===== config.mk =====
export PLATFORM = sky130hd
export DESIGN_NAME = napm_mul
export DESIGN_NICKNAME = d
export VERILOG_FILES = /design/src/rtl/napm_pkg.sv /design/src/rtl/napm_cells.sv /design/src/rtl/napm_level.sv /design/src/rtl/napm_cla.sv /design/src/rtl/napm_final.sv /design/src/rtl/napm_mul.sv
export SDC_FILE = /design/constraint.sdc
export NUM_CORES = 1
export LEC_CHECK = 0
export ABC_AREA = 1
export BUFFER_PORTS_ARGS = -buffer_cell sky130_fd_sc_hd__buf_2
export CORE_ASPECT_RATIO = 2
export CORE_MARGIN = 2
export CORE_UTILIZATION = 60
export DETAILED_ROUTE_END_ITERATION = 8
export PLACE_DENSITY = 0.86
export SETUP_SLACK_MARGIN = 0.1
export SYNTH_ARGS = -nofsm -noshare
export SYNTH_HDL_FRONTEND = slang
export SYNTH_SLANG_ARGS = --single-unit

===== constraint.sdc =====
create_clock -name vclk -period 7.6
set_input_delay 1.52 -clock vclk [all_inputs]
set_output_delay 1.52 -clock vclk [all_outputs]
set_load 0.02 [all_outputs]

===== src/rtl/napm_pkg.sv =====
// Package: compile-time geometry of the complemented reduction tree.
// Assumes column heights never exceed W slots at any level for 7 <= M <= 13.
package napm_pkg;

    localparam int MAX_COLS = 64;

    // Height of column c in the initial partial-product array.
    function automatic int pp_height(input int w, input int c);
        if (c < 0 || c >= 2 * w - 1) return 0;
        if (c < w) return c + 1;
        return 2 * w - 1 - c;
    endfunction

    // Lowest row index that feeds column c.
    function automatic int pp_row0(input int w, input int c);
        return (c > w - 1) ? c - w + 1 : 0;
    endfunction

    // Number of reduction cells placed in a column of height h.
    function automatic int grp_count(input int h, input bit apx);
        if (apx) return h / 4 + (((h % 4) == 3) ? 1 : 0);
        return h / 3;
    endfunction

    // Number of slots passed through unchanged in a column of height h.
    function automatic int pass_count(input int h, input bit apx);
        if (apx) return ((h % 4) == 3) ? 0 : (h % 4);
        return h % 3;
    endfunction

    // Height of column c at the input of level lvl.
    function automatic int col_height(input int w, input int m, input int lvl, input int c);
        int h  [MAX_COLS];
        int nh [MAX_COLS];
        if (c < 0 || c >= 2 * w) return 0;
        for (int cc = 0; cc < 2 * w; cc++) h[cc] = pp_height(w, cc);
        for (int l = 0; l < lvl; l++) begin
            for (int cc = 0; cc < 2 * w; cc++) begin
                nh[cc] = grp_count(h[cc], cc < m) + pass_count(h[cc], cc < m);
                if (cc > 0) nh[cc] = nh[cc] + grp_count(h[cc-1], (cc - 1) < m);
            end
            for (int cc = 0; cc < 2 * w; cc++) h[cc] = nh[cc];
        end
        return h[c];
    endfunction

endpackage


===== src/rtl/napm_cells.sv =====
// Approximate 4:2 cell on complemented bits; no lateral carry.
// Assumes x_n holds complemented bits p,q,r,s in slots 0..3.
module napm_a42n (
    input  logic [3:0] x_n,
    output logic       s_n,
    output logic       c_n
);
    // Sum: complemented OR of all four is the AND of complements.
    assign s_n = &x_n;
    // Carry: complemented (p&q)|(r&s), built from NOR pairs.
    assign c_n = ~(~(x_n[0] | x_n[1]) | ~(x_n[2] | x_n[3]));
endmodule

// Approximate 3-input cell on complemented bits: sum = OR, carry = AND.
module napm_a3n (
    input  logic [2:0] x_n,
    output logic       s_n,
    output logic       c_n
);
    // Sum and carry, both complemented.
    assign s_n = &x_n;
    assign c_n = |x_n;
endmodule

// Exact full adder; self-dual, so it works unchanged on complemented bits.
module napm_fan (
    input  logic [2:0] x_n,
    output logic       s_n,
    output logic       c_n
);
    // Parity sum and majority carry.
    assign s_n = ^x_n;
    assign c_n = (x_n[0] & x_n[1]) | (x_n[0] & x_n[2]) | (x_n[1] & x_n[2]);
endmodule


===== src/rtl/napm_level.sv =====
// One reduction level. Columns below M use approximate cells, the rest exact
// full adders. Output column order: own sums, passed slots, carries from below.
// Assumes slots above a column's height carry complemented zero (1).
module napm_level #(
    parameter int W   = 8,
    parameter int M   = 7,
    parameter int LVL = 0
) (
    input  logic [2*W-1:0][W-1:0] cols_n,
    output logic [2*W-1:0][W-1:0] nxt_n
);
    import napm_pkg::*;

    localparam int NCOL  = 2 * W;
    localparam int SLOTS = W;

    logic [NCOL-1:0][SLOTS-1:0] sm_n;
    logic [NCOL-1:0][SLOTS-1:0] cy_n;

    for (genvar c = 0; c < NCOL; c++) begin : g_col
        localparam bit APX = (c < M);
        localparam int H   = col_height(W, M, LVL, c);
        localparam int NG  = grp_count(H, APX);
        localparam int NP  = pass_count(H, APX);
        localparam int NGB = grp_count(col_height(W, M, LVL, c - 1), (c - 1) < M);

        // Cell placement: one cell per group, idle slots tied to complemented zero.
        for (genvar g = 0; g < SLOTS; g++) begin : g_cell
            if (g < NG) begin : g_used
                if (APX && (g < H / 4)) begin : g_a42
                    napm_a42n u_cell (.x_n(cols_n[c][4*g +: 4]), .s_n(sm_n[c][g]), .c_n(cy_n[c][g]));
                end else if (APX) begin : g_a3
                    napm_a3n u_cell (.x_n(cols_n[c][4*(H/4) +: 3]), .s_n(sm_n[c][g]), .c_n(cy_n[c][g]));
                end else begin : g_fa
                    napm_fan u_cell (.x_n(cols_n[c][3*g +: 3]), .s_n(sm_n[c][g]), .c_n(cy_n[c][g]));
                end
            end else begin : g_idle
                assign sm_n[c][g] = 1'b1;
                assign cy_n[c][g] = 1'b1;
            end
        end

        // Routing of the next-level column.
        for (genvar k = 0; k < SLOTS; k++) begin : g_route
            if (k < NG) begin : g_sum
                assign nxt_n[c][k] = sm_n[c][k];
            end else if (k < NG + NP) begin : g_pass
                assign nxt_n[c][k] = cols_n[c][H - NP + (k - NG)];
            end else if (k < NG + NP + NGB) begin : g_carry
                assign nxt_n[c][k] = cy_n[c-1][k - NG - NP];
            end else begin : g_empty
                assign nxt_n[c][k] = 1'b1;
            end
        end
    end

    // Slots outside the active heights are intentionally left unread.
    logic unused_lvl;
    assign unused_lvl = ^{cols_n, sm_n, cy_n};

endmodule


===== src/rtl/napm_cla.sv =====
// Exact lookahead adder taking complemented operands, returning true sum bits.
// Generate terms come from NOR of the complemented inputs.
module napm_cla #(
    parameter int N = 9
) (
    input  logic [N-1:0] x_n,
    input  logic [N-1:0] y_n,
    input  logic         cin,
    output logic [N-1:0] sum
);
    logic [N-1:0] gen;
    logic [N-1:0] prp;
    logic [N-1:0] cv;

    // Per-bit generate (NOR) and propagate (NAND) on complemented inputs.
    assign gen = ~(x_n | y_n);
    assign prp = ~(x_n & y_n);

    // Flat lookahead: each carry as an OR of generate-and-propagate products.
    always_comb begin
        logic pr;
        for (int i = 0; i < N; i++) begin
            pr = 1'b1;
            for (int k = 0; k < i; k++) pr = pr & prp[k];
            cv[i] = cin & pr;
            for (int j = 0; j < i; j++) begin
                pr = 1'b1;
                for (int k = j + 1; k < i; k++) pr = pr & prp[k];
                cv[i] = cv[i] | (gen[j] & pr);
            end
        end
    end

    // True sum: complemented XOR equals true XOR.
    assign sum = x_n ^ y_n ^ cv;

endmodule


===== src/rtl/napm_final.sv =====
// Final merge: carry-free OR below column M, exact adder from column M up,
// with a compensation carry drawn from columns M-2 and M-1.
// Assumes at most two live slots (0 and 1) per column.
module napm_final #(
    parameter int W = 8,
    parameter int M = 7
) (
    input  logic [2*W-1:0][W-1:0] cols_n,
    output logic [2*W-1:0]        product
);
    localparam int NCOL = 2 * W;
    localparam int HW   = NCOL - M;

    logic          nor_lo;
    logic          nor_hi;
    logic          fix_n;
    logic [HW-1:0] hx_n;
    logic [HW-1:0] hy_n;

    // Low bits: true OR of the two rows, no carry.
    for (genvar c = 0; c < M; c++) begin : g_low
        assign product[c] = ~(cols_n[c][0] & cols_n[c][1]);
    end

    // Compensation: three 2-input NORs on complemented bits.
    assign nor_lo = ~(cols_n[M-2][0] | cols_n[M-2][1]);
    assign nor_hi = ~(cols_n[M-1][0] | cols_n[M-1][1]);
    assign fix_n  = ~(nor_lo | nor_hi);

    // Operand rows of the exact section.
    for (genvar i = 0; i < HW; i++) begin : g_high
        assign hx_n[i] = cols_n[M+i][0];
        assign hy_n[i] = cols_n[M+i][1];
    end

    napm_cla #(.N(HW)) u_cla (
        .x_n (hx_n),
        .y_n (hy_n),
        .cin (~fix_n),
        .sum (product[NCOL-1:M])
    );

    logic unused_fin;
    assign unused_fin = ^cols_n;

endmodule


===== src/rtl/napm_mul.sv =====
// Top: unsigned W x W approximate multiplier on complemented partial products.
// Combinational; M low columns approximate, LEVELS reduction levels.
module napm_mul #(
    parameter int W      = 8,
    parameter int M      = 7,
    parameter int LEVELS = 6
) (
    input  logic [W-1:0]   a,
    input  logic [W-1:0]   b,
    output logic [2*W-1:0] product
);
    import napm_pkg::*;

    localparam int NCOL = 2 * W;

    logic [LEVELS:0][NCOL-1:0][W-1:0] stage_n;

    // Partial products: NAND of operand bits, slots ordered by ascending row.
    for (genvar c = 0; c < NCOL; c++) begin : g_pp
        for (genvar k = 0; k < W; k++) begin : g_slot
            if (k < pp_height(W, c)) begin : g_live
                assign stage_n[0][c][k] = ~(a[pp_row0(W, c) + k] & b[c - pp_row0(W, c) - k]);
            end else begin : g_pad
                assign stage_n[0][c][k] = 1'b1;
            end
        end
    end

    // Reduction levels chained in sequence.
    for (genvar l = 0; l < LEVELS; l++) begin : g_lvl
        napm_level #(.W(W), .M(M), .LVL(l)) u_level (
            .cols_n (stage_n[l]),
            .nxt_n  (stage_n[l+1])
        );
    end

    napm_final #(.W(W), .M(M)) u_final (
        .cols_n  (stage_n[LEVELS]),
        .product (product)
    );

endmodule


* Word-level counts from Yosys, hierarchy flattened
Index checks and enable logic that the tools add are counted.
Word-level totals: flip-flop bits (word level) 0, bits in latches 0, RAM bits 0, bits in read-only memories 0, word-level logic and storage cells 441, memories 0
Operators by class: add/sub/neg operators 0, $mul 0, divide/modulo/power cells 0, magnitude comparators 0, equality and inequality tests 0, shift operators 0, multiplexer cells 0, bitwise gates (word level) 403, reduce and logical (&&, ||, !) cells 38
Operators with widths (count):
- $and 1x1->1 | 207
- $or 1x1->1 | 104
- $not 1->1 | 86
- $reduce_xor 3->1 | 25
- $xor 9x9->9 | 2
- $not 8->8 | 2
- $reduce_and 4->1 | 4
- $reduce_or 3->1 | 4
- $and 8x8->8 | 1
- $or 8x8->8 | 1
- $reduce_and 8->1 | 1
- $reduce_and 7->1 | 1
- $reduce_and 3->1 | 2
- $reduce_and 6->1 | 1

* Depth between registers and ports, before layout
depth in word-level cells 34, mapped depth 21, mapped depth without buffers 20

* Cells and area by module
Synthesis repeated with hierarchy kept, for this count alone.
Unflattened totals: cells, all modules 953, area, all modules 6989.2 µm²
By module, submodules not included:
- napm_level at g_lvl[5].u_level | instances 1, cells each 129, area each 964.7 µm², sequential area each 0.0 µm²
- napm_level at g_lvl[4].u_level | instances 1, cells each 127, area each 949.7 µm², sequential area each 0.0 µm²
- napm_level at g_lvl[3].u_level | instances 1, cells each 123, area each 919.6 µm², sequential area each 0.0 µm²
- napm_level at g_lvl[2].u_level | instances 1, cells each 119, area each 889.6 µm², sequential area each 0.0 µm²
- napm_level at g_lvl[1].u_level | instances 1, cells each 109, area each 814.5 µm², sequential area each 0.0 µm²
- napm_level at g_lvl[0].u_level | instances 1, cells each 99, area each 739.5 µm², sequential area each 0.0 µm²
- napm_cla | instances 1, cells each 77, area each 536.8 µm², sequential area each 0.0 µm²
- napm_fan | instances 25, cells each 1, area each 20.0 µm², sequential area each 0.0 µm²
- napm_mul | instances 1, cells each 81, area each 424.2 µm², sequential area each 0.0 µm²
- napm_a42n | instances 5, cells each 6, area each 22.5 µm², sequential area each 0.0 µm²
- napm_a3n | instances 4, cells each 5, area each 21.3 µm², sequential area each 0.0 µm²
- napm_final | instances 1, cells each 14, area each 52.6 µm², sequential area each 0.0 µm²

* Worst setup path before layout
OpenSTA, ideal clock, no wires.
path kind input to output, start point in b[7], end point out product[13], arrival time 5.245 ns, setup slack 0.835 ns, cell stages on the path 13, buffers on the path 1, cells stage by stage clkbuf_1 nand2_1 fa_1 fa_1 inv_1 fa_1 fa_1 fa_1 nand4_1 nor3_1 nand2_2 nand3_2 xor2_1
On the way: word-level cells in the longest chain between the ends 25
RTL lines:
- start: declaration | RTL line napm_mul.sv:9 | input logic [W-1:0] b,
- $and 1x1->1 | RTL line napm_mul.sv:22 | assign stage_n[0][c][k] = ~(a[pp_row0(W, c) + k] & b[c - pp_row0(W, c) - k]);
- $not 1->1 | RTL line napm_mul.sv:22
- $and 1x1->1 or $reduce_xor 3->1 (tied branches) | RTL line napm_cells.sv:33, napm_cells.sv:32
- $or 1x1->1 or $and 1x1->1 (tied branches) | RTL line napm_cells.sv:33 | assign c_n = (x_n[0] & x_n[1]) | (x_n[0] & x_n[2]) | (x_n[1] & x_n[2]);
- $or 1x1->1 | RTL line napm_cells.sv:33
- $reduce_xor 3->1 or $or 1x1->1 (tied branches) | RTL line napm_cells.sv:32, napm_cells.sv:33
- $and 1x1->1 | RTL line napm_cells.sv:33
- $or 1x1->1 (2 in series) | RTL line napm_cells.sv:33
- $and 1x1->1 | RTL line napm_cells.sv:33
- $or 1x1->1 (2 in series) | RTL line napm_cells.sv:33
- $and 8x8->8 | RTL line napm_cla.sv:17 | assign prp = ~(x_n & y_n);
- $not 8->8 | RTL line napm_cla.sv:17
- $and 1x1->1, on equally long branches (3 in series) | RTL line napm_cla.sv:24, napm_cla.sv:28
- $and 1x1->1, on equally long branches | RTL line napm_cla.sv:25, napm_cla.sv:29
- $or 1x1->1 (6 in series) | RTL line napm_cla.sv:29 | cv[i] = cv[i] | (gen[j] & pr);
- $xor 9x9->9 * | RTL line napm_cla.sv:35 | assign sum = x_n ^ y_n ^ cv;
- end: declaration | RTL line napm_mul.sv:10 | output logic [2*W-1:0] product
Every way passes the cells marked *; elsewhere a longest branch is shown, timed or not.

* Worst setup path in the final report
start point in b[4], end point out product[15]
On the way: word-level cells in the longest chain between the ends 32
RTL lines:
- $and 1x1->1 | RTL line napm_mul.sv:22
- $not 1->1 | RTL line napm_mul.sv:22
- $or 1x1->1 | RTL line napm_cells.sv:11 | assign c_n = ~(~(x_n[0] | x_n[1]) | ~(x_n[2] | x_n[3]));
- $not 1->1 | RTL line napm_cells.sv:11
- $or 1x1->1 | RTL line napm_cells.sv:11
- $not 1->1 | RTL line napm_cells.sv:11
- $and 1x1->1 | RTL line napm_cells.sv:33
- $or 1x1->1 (2 in series) | RTL line napm_cells.sv:33
- [... 4 more ...]
- $or 1x1->1 (2 in series) | RTL line napm_cells.sv:33
- $and 8x8->8 | RTL line napm_cla.sv:17
- $not 8->8 | RTL line napm_cla.sv:17
- $and 1x1->1, on equally long branches (5 in series) | RTL line napm_cla.sv:24, napm_cla.sv:28
- $and 1x1->1, on equally long branches | RTL line napm_cla.sv:25, napm_cla.sv:29
- $or 1x1->1 (6 in series) | RTL line napm_cla.sv:29
- $or 1x1->1 * (2 in series) | RTL line napm_cla.sv:29
- $xor 9x9->9 * | RTL line napm_cla.sv:35
Marked as above.

==> reports/qor.txt <==
Buf/Inv on CP - 5
Worst-margin pin slew - 0.225 ns
Initial DRC count - 20
Row cnt - 27
DP Area - 1730 um^2
Via total after detailed routing - 1,496
Syn avg cell area - 6.62 um^2
Cell mode on critical path - fa_1
RSZ-0062 raised after global routing - false
Syn Nets - 306
Number of diodes - 0
Detailed Place HPWL - 3060 um
CP Cell Sequence - buf_2, nand2_1, inv_1, fa_1, inv_1, fa_1, inv_1, fa_1, fa_1, fa_1, nand4_1, nor3_1, nand2_2, nand3_2, nand2_2, nand2_1, nand2_1, nand2_1, buf_2
Top Ports - 32
Register Area - 0 um^2
1st-pass router iterations - 4
Critical Path RT - 6.08 ns
Crit. Startpoint - b[4]
Sequential cell count - 0
Final worst slack - 0.630 ns
Critical path's slowest cell - fa_1
WS Path Type - input pin to output port
Gr ovfl total - 0
Worst setup SP type - input pin
First-pass GRT wire length - 6360 um
Synth area leaders - fa_1, nand2_1, inv_1
Routed WL per cell - 11.6 um
Final Setup Violations - 0
Initial antenna violation count - 0
Placement Setup Slack - 0.618 ns
Placer congestion estimate - 0.848
CTS resizes - 0
Fin nets - 324
Placed Instances - 297
Die footprint - 3240 um^2
Area leader, netlist - fa_1
Post-Syn Instances - 252
Final worst-path cycle share - 91.7%
Initial core utilization - 61.7%
Area Growth Syn to Fin - 3.53%
Worst Path Max Fanout - 8
Die Width - 41.3 um
Slew Viols, Final - 0
Vias in the first global route - 1,542
Status - completed
Final Cell Area - 1730 um^2
Routed WL - 3440 um
# port buffers - 32
Setup tns final - 0 ns
Max_cap viols - 0
# DRC - 0
Hold crit path type - input pin to output port
Synthesized cell area - 1670 um^2
Die height - 78.6 um
Core area - 2700 um^2
# Post-CTS Setup Buffers - 0
Post-synthesis sequential area ratio - 0%
CP peak stage delay - 0.60 ns
Yosys warns - 0
Vias per inst - 5.04
Leak Pwr - 1.13 nW
Post-Layout Cell Count - 297
Relative slew slack - 84.9%
Layout clock buffer count - 0
Gr usage total - 27.0%
End point of the critical path - product[15]
Hold_buf cts - 0
Area fraction of the dominant cell type after synthesis - 30.0%
Levels on crit path - 19
Most frequent cells in the layout - nand2_1, inv_1, buf_2
Max Freq - 143 MHz
Crit-path leading delay family - adder cells
Pwr/cell area - 201 nW/um^2
Share of cells above drive strength 1 - 20.5%
Post-route antenna net violation count - 0
Final hold vios - 0
Worst EP arrival - 5.45 ns
Largest net degree at the start of global routing - 9
Worst vdd ir - 0.000245 V
Synth cell types - 27
Crit end category - output port
Final min period - 6.97 ns
Commonest non-fill, non-tap cell in the layout - nand2_1
power by group:
| part | switching [mW] | total (mW) | internal, mW |
|---|---|---|---|
| Sequential | 0 | 0 | 0 |
| Combinational | 0.217 | 0.347 | 0.130 |
| Clock | 0 | 0 | 0 |
| Total | 0.217 | 0.347 | 0.130 |
worst min-delay path by stage:
stage	end	slack, ns	cells after the start	from
detailed placement	product[0]	3.43	4	b[0]
CTS	product[0]	3.43	4	b[0]
finish	product[0]	3.44	4	b[0]
global route	product[0]	3.49	4	b[0]
floorplan	product[0]	3.29	3	a[0]
global placement	product[0]	3.43	4	b[0]
stage by stage:
stage	utilization, %	hold slack, ns	total power, mW
after global placement	63.9	3.43	0.342
after CTS	63.9	3.43	0.354
after global routing	63.9	3.49	0.395
final	63.9	3.44	0.347
after floorplan	-	3.29	0.269
after detailed placement	63.9	3.43	0.353
layer usage:
metal | wire [um] | global-route usage [%] | vias up
li1 | - | - | 746
met1 | 1140 | 27.4 | 719
met2 | 2180 | 54.1 | 25
met3 | 59 | 0.847 | 6
met4 | 64 | 4.19 | 0
met5 | 0 | 0 | -
area by class of cell:
| type | count | area (um^2) |
|---|---|---|
| tap | 29 | 36.3 |
| inverter | 66 | 248 |
| timing repair buffer | 32 | 160 |
| multi-input combinational | 170 | 1280 |
| fill | 273 | 976 |
cells by family after synthesis:
kind of cell	share of synthesized area, %
buffers and inverters	23.1
and+or+nand+nor	32.8
AOI/OAI and AO/OA	2.25
xor gates and xnor gates	2.10
adders and majority gates	39.8
cell usage after synthesis (all sizes together):
| cell type | number |
|---|---|
| and3 | 1 |
| nor4 | 1 |
| nand4 | 4 |
| nor2 | 11 |
| a21oi | 1 |
| nand2 | 95 |
| xor2 | 4 |
| or2 | 1 |
| a22o | 1 |
| nor3 | 1 |
| buf | 14 |
| nand3b | 1 |
| o21ai | 1 |
| nand3 | 8 |
| ha | 13 |
| o22a | 1 |
| fa | 25 |
| inv | 66 |
| o22ai | 1 |
| clkbuf | 2 |
Note: power is estimated with default switching activity, not from simulation.
